$ cat src/rtl/rs485_dir_pkg.sv
package rs485_dir_pkg;

    localparam int unsigned DLY_W_DEF = 8;

    typedef enum logic [1:0] {
        DIR_IDLE   = 2'd0,
        DIR_ACTIVE = 2'd1,
        DIR_HOLD   = 2'd2
    } dir_state_e;

    typedef struct packed {
        logic mcr_rts;
        logic mcr_dtr;
        logic flow_en;
        logic flow_rts;
    } manual_ctl_t;

    function automatic logic auto_level(input logic drive, input logic inv);
        return drive ^ inv;
    endfunction

    function automatic logic rts_owner_level(input manual_ctl_t c);
        return c.flow_en ? c.flow_rts : c.mcr_rts;
    endfunction

endpackage

$ cat src/rtl/rs485_turn_timer.sv
module rs485_turn_timer
    import rs485_dir_pkg::*;
#(
    parameter int unsigned DLY_W = DLY_W_DEF
) (
    input  logic             clk,
    input  logic             rst,
    input  logic             auto_en,
    input  logic             tx_busy,
    input  logic             txf_empty,
    input  logic             bit_tick,
    input  logic [DLY_W-1:0] turn_delay,
    output logic             drive_nxt
);

    localparam logic [DLY_W-1:0] ONE = {{(DLY_W-1){1'b0}}, 1'b1};

    dir_state_e       st_q, st_n;
    logic [DLY_W-1:0] cnt_q, cnt_n;
    logic             tx_pending;

    assign tx_pending = tx_busy || !txf_empty;

    always_comb begin
        st_n  = st_q;
        cnt_n = cnt_q;
        if (!auto_en) begin
            st_n = DIR_IDLE;
        end else if (tx_pending) begin
            st_n = DIR_ACTIVE;
        end else begin
            case (st_q)
                DIR_ACTIVE: begin
                    st_n  = DIR_HOLD;
                    cnt_n = turn_delay;
                end
                DIR_HOLD: begin
                    if (bit_tick) begin
                        if (cnt_q == '0) begin
                            st_n = DIR_IDLE;
                        end else begin
                            cnt_n = cnt_q - ONE;
                        end
                    end
                end
                default: st_n = DIR_IDLE;
            endcase
        end
    end

    always_ff @(posedge clk) begin
        if (rst) begin
            st_q  <= DIR_IDLE;
            cnt_q <= '0;
        end else begin
            st_q  <= st_n;
            cnt_q <= cnt_n;
        end
    end

    assign drive_nxt = (st_n != DIR_IDLE);

endmodule

$ cat src/rtl/rs485_pin_mux.sv
module rs485_pin_mux
    import rs485_dir_pkg::*;
(
    input  logic        clk,
    input  logic        rst,
    input  logic        auto_en,
    input  logic        pin_sel,
    input  logic        invert_en,
    input  logic        drive_nxt,
    input  manual_ctl_t ctl,
    output logic        rts_o,
    output logic        dtr_o
);

    logic lvl;
    logic rts_n, dtr_n;

    always_comb begin
        lvl   = auto_level(drive_nxt, invert_en);
        rts_n = (auto_en && !pin_sel) ? lvl : rts_owner_level(ctl);
        dtr_n = (auto_en &&  pin_sel) ? lvl : ctl.mcr_dtr;
    end

    always_ff @(posedge clk) begin
        if (rst) begin
            rts_o <= 1'b0;
            dtr_o <= 1'b0;
        end else begin
            rts_o <= rts_n;
            dtr_o <= dtr_n;
        end
    end

endmodule

$ cat src/rtl/rs485_dir_ctrl.sv
module rs485_dir_ctrl
    import rs485_dir_pkg::*;
#(
    parameter int unsigned DLY_W = DLY_W_DEF
) (
    input  logic             clk,
    input  logic             rst,
    input  logic             auto_en,
    input  logic             invert_en,
    input  logic             pin_sel,
    input  logic             tx_busy,
    input  logic             txf_empty,
    input  logic             bit_tick,
    input  logic [DLY_W-1:0] turn_delay,
    input  logic             mcr_rts,
    input  logic             mcr_dtr,
    input  logic             flow_en,
    input  logic             flow_rts,
    output logic             rts_o,
    output logic             dtr_o
);

    logic        drive_nxt;
    manual_ctl_t ctl;

    assign ctl = '{mcr_rts: mcr_rts, mcr_dtr: mcr_dtr,
                   flow_en: flow_en, flow_rts: flow_rts};

    rs485_turn_timer #(.DLY_W(DLY_W)) timer_i (
        .clk        (clk),
        .rst        (rst),
        .auto_en    (auto_en),
        .tx_busy    (tx_busy),
        .txf_empty  (txf_empty),
        .bit_tick   (bit_tick),
        .turn_delay (turn_delay),
        .drive_nxt  (drive_nxt)
    );

    rs485_pin_mux mux_i (
        .clk       (clk),
        .rst       (rst),
        .auto_en   (auto_en),
        .pin_sel   (pin_sel),
        .invert_en (invert_en),
        .drive_nxt (drive_nxt),
        .ctl       (ctl),
        .rts_o     (rts_o),
        .dtr_o     (dtr_o)
    );

endmodule

$ cat config.mk
export PLATFORM = sky130hd
export DESIGN_NAME = rs485_dir_ctrl
export DESIGN_NICKNAME = d
export VERILOG_FILES = /design/src/rtl/rs485_dir_pkg.sv /design/src/rtl/rs485_turn_timer.sv /design/src/rtl/rs485_pin_mux.sv /design/src/rtl/rs485_dir_ctrl.sv
export SDC_FILE = /design/constraint.sdc
export NUM_CORES = 1
export LEC_CHECK = 0
export BUFFER_PORTS_ARGS = -buffer_cell sky130_fd_sc_hd__buf_2
export CAP_MARGIN = 20
export CELL_PAD_IN_SITES_DETAIL_PLACEMENT = 1
export CELL_PAD_IN_SITES_GLOBAL_PLACEMENT = 1
export CORE_MARGIN = 10
export CORE_UTILIZATION = 39
export CTS_BUF_LIST = sky130_fd_sc_hd__clkbuf_8
export CTS_CLUSTER_DIAMETER = 40
export DETAILED_ROUTE_END_ITERATION = 7
export HOLD_SLACK_MARGIN = 0.1
export PLACE_DENSITY = 0.88
export SYNTH_ARGS = -nofsm -noshare
export SYNTH_HDL_FRONTEND = slang
export SYNTH_HIERARCHICAL = 1
export SYNTH_SLANG_ARGS = --single-unit
$ cat constraint.sdc
create_clock -name clk -period 2.5 [get_ports clk]
set_input_delay 0.375 -clock clk [delete_from_list [all_inputs] [get_ports clk]]
set_output_delay 0.375 -clock clk [all_outputs]
set_load 0.005 [all_outputs]
### Yosys cells after proc, flatten, opt, wreduce, memory -nomap -nowiden

Cells that the tools add are included.
Widths: inputs -> output; s select.

| operators by class | value |
|---|---|
| bitwise gates (word level) | 2 |
| multiplexer cells | 11 |
| multiply operators | 0 |
| $lt $le $gt $ge | 0 |
| $add $sub $neg | 1 |
| shifts and indexed selects | 0 |
| divide/modulo/power cells | 0 |
| reductions and logical operators | 9 |
| eq/ne operators | 4 |

Operator list:

| cell | number |
|---|---|
| $mux 8 | 2 |
| $pmux 8 s2 | 1 |
| $logic_not 8->1 | 1 |
| $mux 2 | 4 |
| $sub 8x1->8 const B | 1 |
| $reduce_and 5->1 | 1 |
| $ne 2x2->1 const B | 2 |
| $pmux 2 s2 | 1 |
| $reduce_bool 2->1 | 2 |
| $mux 1 | 3 |
| $eq 2x1->1 const B | 1 |
| $eq 2x2->1 const B | 1 |
| $logic_and 1x1->1 | 2 |
| $logic_not 1->1 | 2 |
| $logic_or 1x1->1 | 1 |
| $not 1->1 | 1 |
| $xor 1x1->1 | 1 |

| word-level totals | value |
|---|---|
| register bits after elaboration | 12 |
| RAM bits | 0 |
| bits in latches | 0 |
| ROM bits | 0 |
| memories | 0 |
| output and inout bits | 2 |
| word-level logic and storage cells | 31 |
| input port bits | 20 |

### Longest topological paths before layout

| logic depth | value |
|---|---|
| depth after elaboration | 9 |
| mapped depth | 9 |
| mapped depth without buffers | 9 |

### By module

The synthesis kept the hierarchy.

By module, submodules not included:

| module | area an instance (µm²) | cells each | times used |
|---|---|---|---|
| rs485_turn_timer | 730.7 | 84 | 1 |
| rs485_pin_mux | 93.8 | 11 | 1 |

### Worst setup path before layout

Ideal clock, no wire load.

| timing | value |
|---|---|
| path type | register to register |
| start | reg timer_i.cnt_q[0] |
| end | reg mux_i.rts_o |
| path slack | 515 ps |
| path buffers | 0 |
| stages on the path, launching flop included | 10 |
| setup time | 86 ps |
| arrival time | 1900 ps |
| path through | dfxtp_1 inv_1 ha_1 nor4b_4 nand3_2 a311oi_1 o22ai_1 xor2_1 nor2_1 a211oi_1 |

| between the ends | value |
|---|---|
| longest elaborated chain between the ends | 9 |

Ends and longest elaborated chain:

| item | line | source |
|---|---|---|
| start: declaration | rs485_turn_timer.sv:19 | `logic [DLY_W-1:0] cnt_q, cnt_n;` |
| start signal: assignment | rs485_turn_timer.sv:57 | `cnt_q <= cnt_n;` |
| $logic_not 8->1 | rs485_turn_timer.sv:39 | `if (cnt_q == '0) begin` |
| $mux 2 | rs485_turn_timer.sv:39 |  |
| $mux 2 | rs485_turn_timer.sv:38 | `if (bit_tick) begin` |
| $pmux 2 s2 | rs485_turn_timer.sv:32 | `case (st_q)` |
| $mux 2 | rs485_turn_timer.sv:29 | `end else if (tx_pending) begin` |
| $mux 2 | rs485_turn_timer.sv:27 | `if (!auto_en) begin` |
| $reduce_bool 2->1 | rs485_turn_timer.sv:61 | `assign drive_nxt = (st_n != DIR_IDLE);` |
| via drive_nxt | rs485_dir_ctrl.sv:23 | `logic drive_nxt;` |
| $xor 1x1->1 | rs485_dir_pkg.sv:19 | `return drive ^ inv;` |
| $mux 1 | rs485_pin_mux.sv:20 | `rts_n = (auto_en && !pin_sel) ? lvl : rts_owner_level(ctl);` |
| end signal: assignment | rs485_pin_mux.sv:29 | `rts_o <= rts_n;` |
| end: declaration | rs485_pin_mux.sv:11 | `output logic rts_o,` |

The timed path passes the listed nets, and every way through them passes these cells.
A chain may end at the register's enable or synchronous reset.

### Worst setup path in the final report

Same ends and word-level chain as after synthesis.

==> impl_metrics.tcl <==
set metrics [dict create \
    final.min_clock_period_ns 2.25 \
    cts_tree "yes" \
    h-tree-depth 1 \
    synth_area_um2 825 \
    cts_resized 0 \
    wl_per_cell_um 19.4 \
    grt_pass1_vias 948 \
    period_share_pct 89.9 \
    drive_gt1_share_pct 32.2 \
    r2r_cells 9 \
    tightestPinTransition_ns 0.486 \
    cts_buffers 3 \
    cp.arrival_ns 2.42 \
    routed_via_density 5.98 \
    cp_max_fo 4 \
    synth_flop_cell "dfxtp_1" \
    status "finished, final reports clean" \
    ant_nets 0 \
    p_leak_nw 0.444 \
    yosysUniqueCellTypes 44 \
    die_h_um 66.0 \
    placeableCoreArea_um2 1980 \
    vias 885 \
    slew_headroom_pct 67.4 \
    skew_ns 0.00114 \
    final_hold_viol_count 0 \
    hold_path.class "in2reg" \
    synth_cells 95 \
    die_x_um 66.0 \
    layout_common_cells "buf_2 (21), dfxtp_1 (12), inv_1 (11)" \
    synth_top_family_by_area "simple AND/OR/NAND/NOR gates" \
    gp_congestion 0.847 \
    synth-warning-count 6 \
    io_pins 22 \
    dp.cells 142 \
    drt_first_pass_iters 4 \
    dpl.hpwl_um 2060 \
    synthArstFlopShare_pct 0 \
    yosys.area_share.xor_xnor_pct 1.06 \
    min_from "mcr_dtr" \
    wl_um 2870 \
    clk_pin_slew_ns 0.06 \
    setup_viol 0 \
    ys_seq_area_share_pct 29.1 \
    rows 16 \
    synthSimpleGateAreaFrac_pct 29.3 \
    grt_first_pass_wirelength_um 4710 \
    cp_data_required_time_ns 2.67 \
    antenna_found_initial 0 \
    r2r_start "timer_i/cnt_q[0]" \
    synth_fp_nets 118 \
    initial_core_util_pct 41.6 \
    synth_mux_area_share_pct 4.40 \
    final_util_pct 52.3 \
    syn_to_final_growth_pct 25.6 \
    maxCapViolCount 0 \
    crit_start "timer_i/cnt_q[0]" \
    path_class "reg2reg" \
    synth_compound_area_share_pct 25.0 \
    hold_depth 3 \
    cts.sinks 12 \
    synth_edf_count 0 \
    setup_tns_ns 0 \
    fill_cells 249 \
    vdd_drop_max_uv 313 \
    avgSynthCellArea_um2 8.68 \
    slew_viol_final 0 \
    fmax_mhz 445 \
    port_buffers 21 \
    final_nets 145 \
    cp-end-kind "register" \
    stdcell_count 148 \
    first_iter_violations 32 \
    fp.dieArea_um2 4350 \
    clk_latency_ns 0.25 \
    layout_commonest_cell "buf_2" \
    track_usage_pct 13.7 \
    drcViolationCount 0 \
    synth-adder-area-share_pct 4.55 \
    clk_path_buf_depth 2 \
    p_per_area_nw_per_um2 478 \
    cts_root_buf "clkbuf_8" \
    postCtsHoldBufs 0 \
    ys_seq_elements 12 \
    antennaDiodeCount 0 \
    overflow 0 \
    grt_max_degree 13 \
    setup.worst_path.start_class "register" \
    rsz0062_at_grt "false" \
]
-- layer usage --
layer | vias up | GRT usage, % | routed length [µm]
met1 | 428 | 16.5 | 1330
met5 | - | 0 | 0
met3 | 8 | 3.56 | 132
li1 | 415 | - | -
met2 | 34 | 21.7 | 1330
met4 | 0 | 7.07 | 67
-- where the power goes --
part / internal (mW) / switching (mW) / total [mW] / leakage, nW
combinational: 0.0343 / 0.0378 / 0.0721 / 0.318
clock: 0.140 / 0.0829 / 0.223 / 0.0288
sequential: 0.196 / 0.00443 / 0.201 / 0.0976
total: 0.370 / 0.125 / 0.495 / 0.444
-- synthesized netlist by cell type (2+ instances only) --
library cell	count	area share, %
a211oi_1	3	2.7
ha_1	3	4.6
o21ai_0	4	2.4
nor2_1	9	4.1
dfxtp_1	12	29
nand2_1	3	1.4
nand3b_1	2	1.8
nand2b_1	2	1.5
a32o_1	3	3.6
inv_1	11	5.0
nand4_1	2	1.5
nor3_1	6	3.6
a21oi_1	4	2.4
-- cell families (layout without fill, tap and decap cells) --
logic type                 Yosys count  count (layout)
and+or+nand+nor                     36              36
buffers and inverters               14              40
AOI/OAI and AO/OA                   26              26
muxes                                3               3
adders and majority gates            3               3
xor gates and xnor gates             1               1
DFF                                 12              12
-- final cells by class --
cell class                 instances  area [µm²]  area share (%)
multi-input combinational         69         531            51.2
sequential                        12         240            23.2
timing repair buffer              25         135            13.0
clock buffer                       4        55.1            5.31
inverter                          11        41.3            3.99
tap                               27        33.8            3.26
-- per-stage QoR --
stage	cell area, µm²	total power [mW]	setup slack (ns)	hold WS [ns]
floorplan	825	0.240	0.515	0.448
global placement	966	0.268	0.384	0.515
detailed placement	966	0.271	0.230	0.541
CTS	1020	0.493	0.156	0.394
global route	1040	0.516	0.0487	0.428
finish	1040	0.495	0.252	0.390
-- timing repair --
action / 4_1_cts / 5_1_grt
endpoints found under the hold margin: 0 / 0
setup buffers: 0 / 2
endpoints found under the setup margin: 0 / 2
-- critical path: stages, from the launching register on --
cell      delay [ns]
dfxtp_1         0.33
inv_1           0.13
ha_1            0.25
nor4b_4         0.35
nand3_2         0.14
a311oi_1        0.37
o22ai_1         0.15
xor2_1          0.20
nor2_1          0.06
a211oi_1        0.19
-- path summary, 6_finish.rpt --
path | slack, ns | endpoint
setup / recovery | 0.25 | mux_i/rts_o
hold / removal | 0.39 | mux_i/dtr_o
setup reg to reg | 0.25 | mux_i/rts_o
hold reg to reg | 0.55 | timer_i/cnt_q[1]
-- sequential cells by signal, summed over array words and instances, names as in the netlist --
register and count:
timer_i/st_q 2, timer_i/cnt_q 8, mux_i/rts_o 1, mux_i/dtr_o 1
Power figures use the tool's default switching activity.
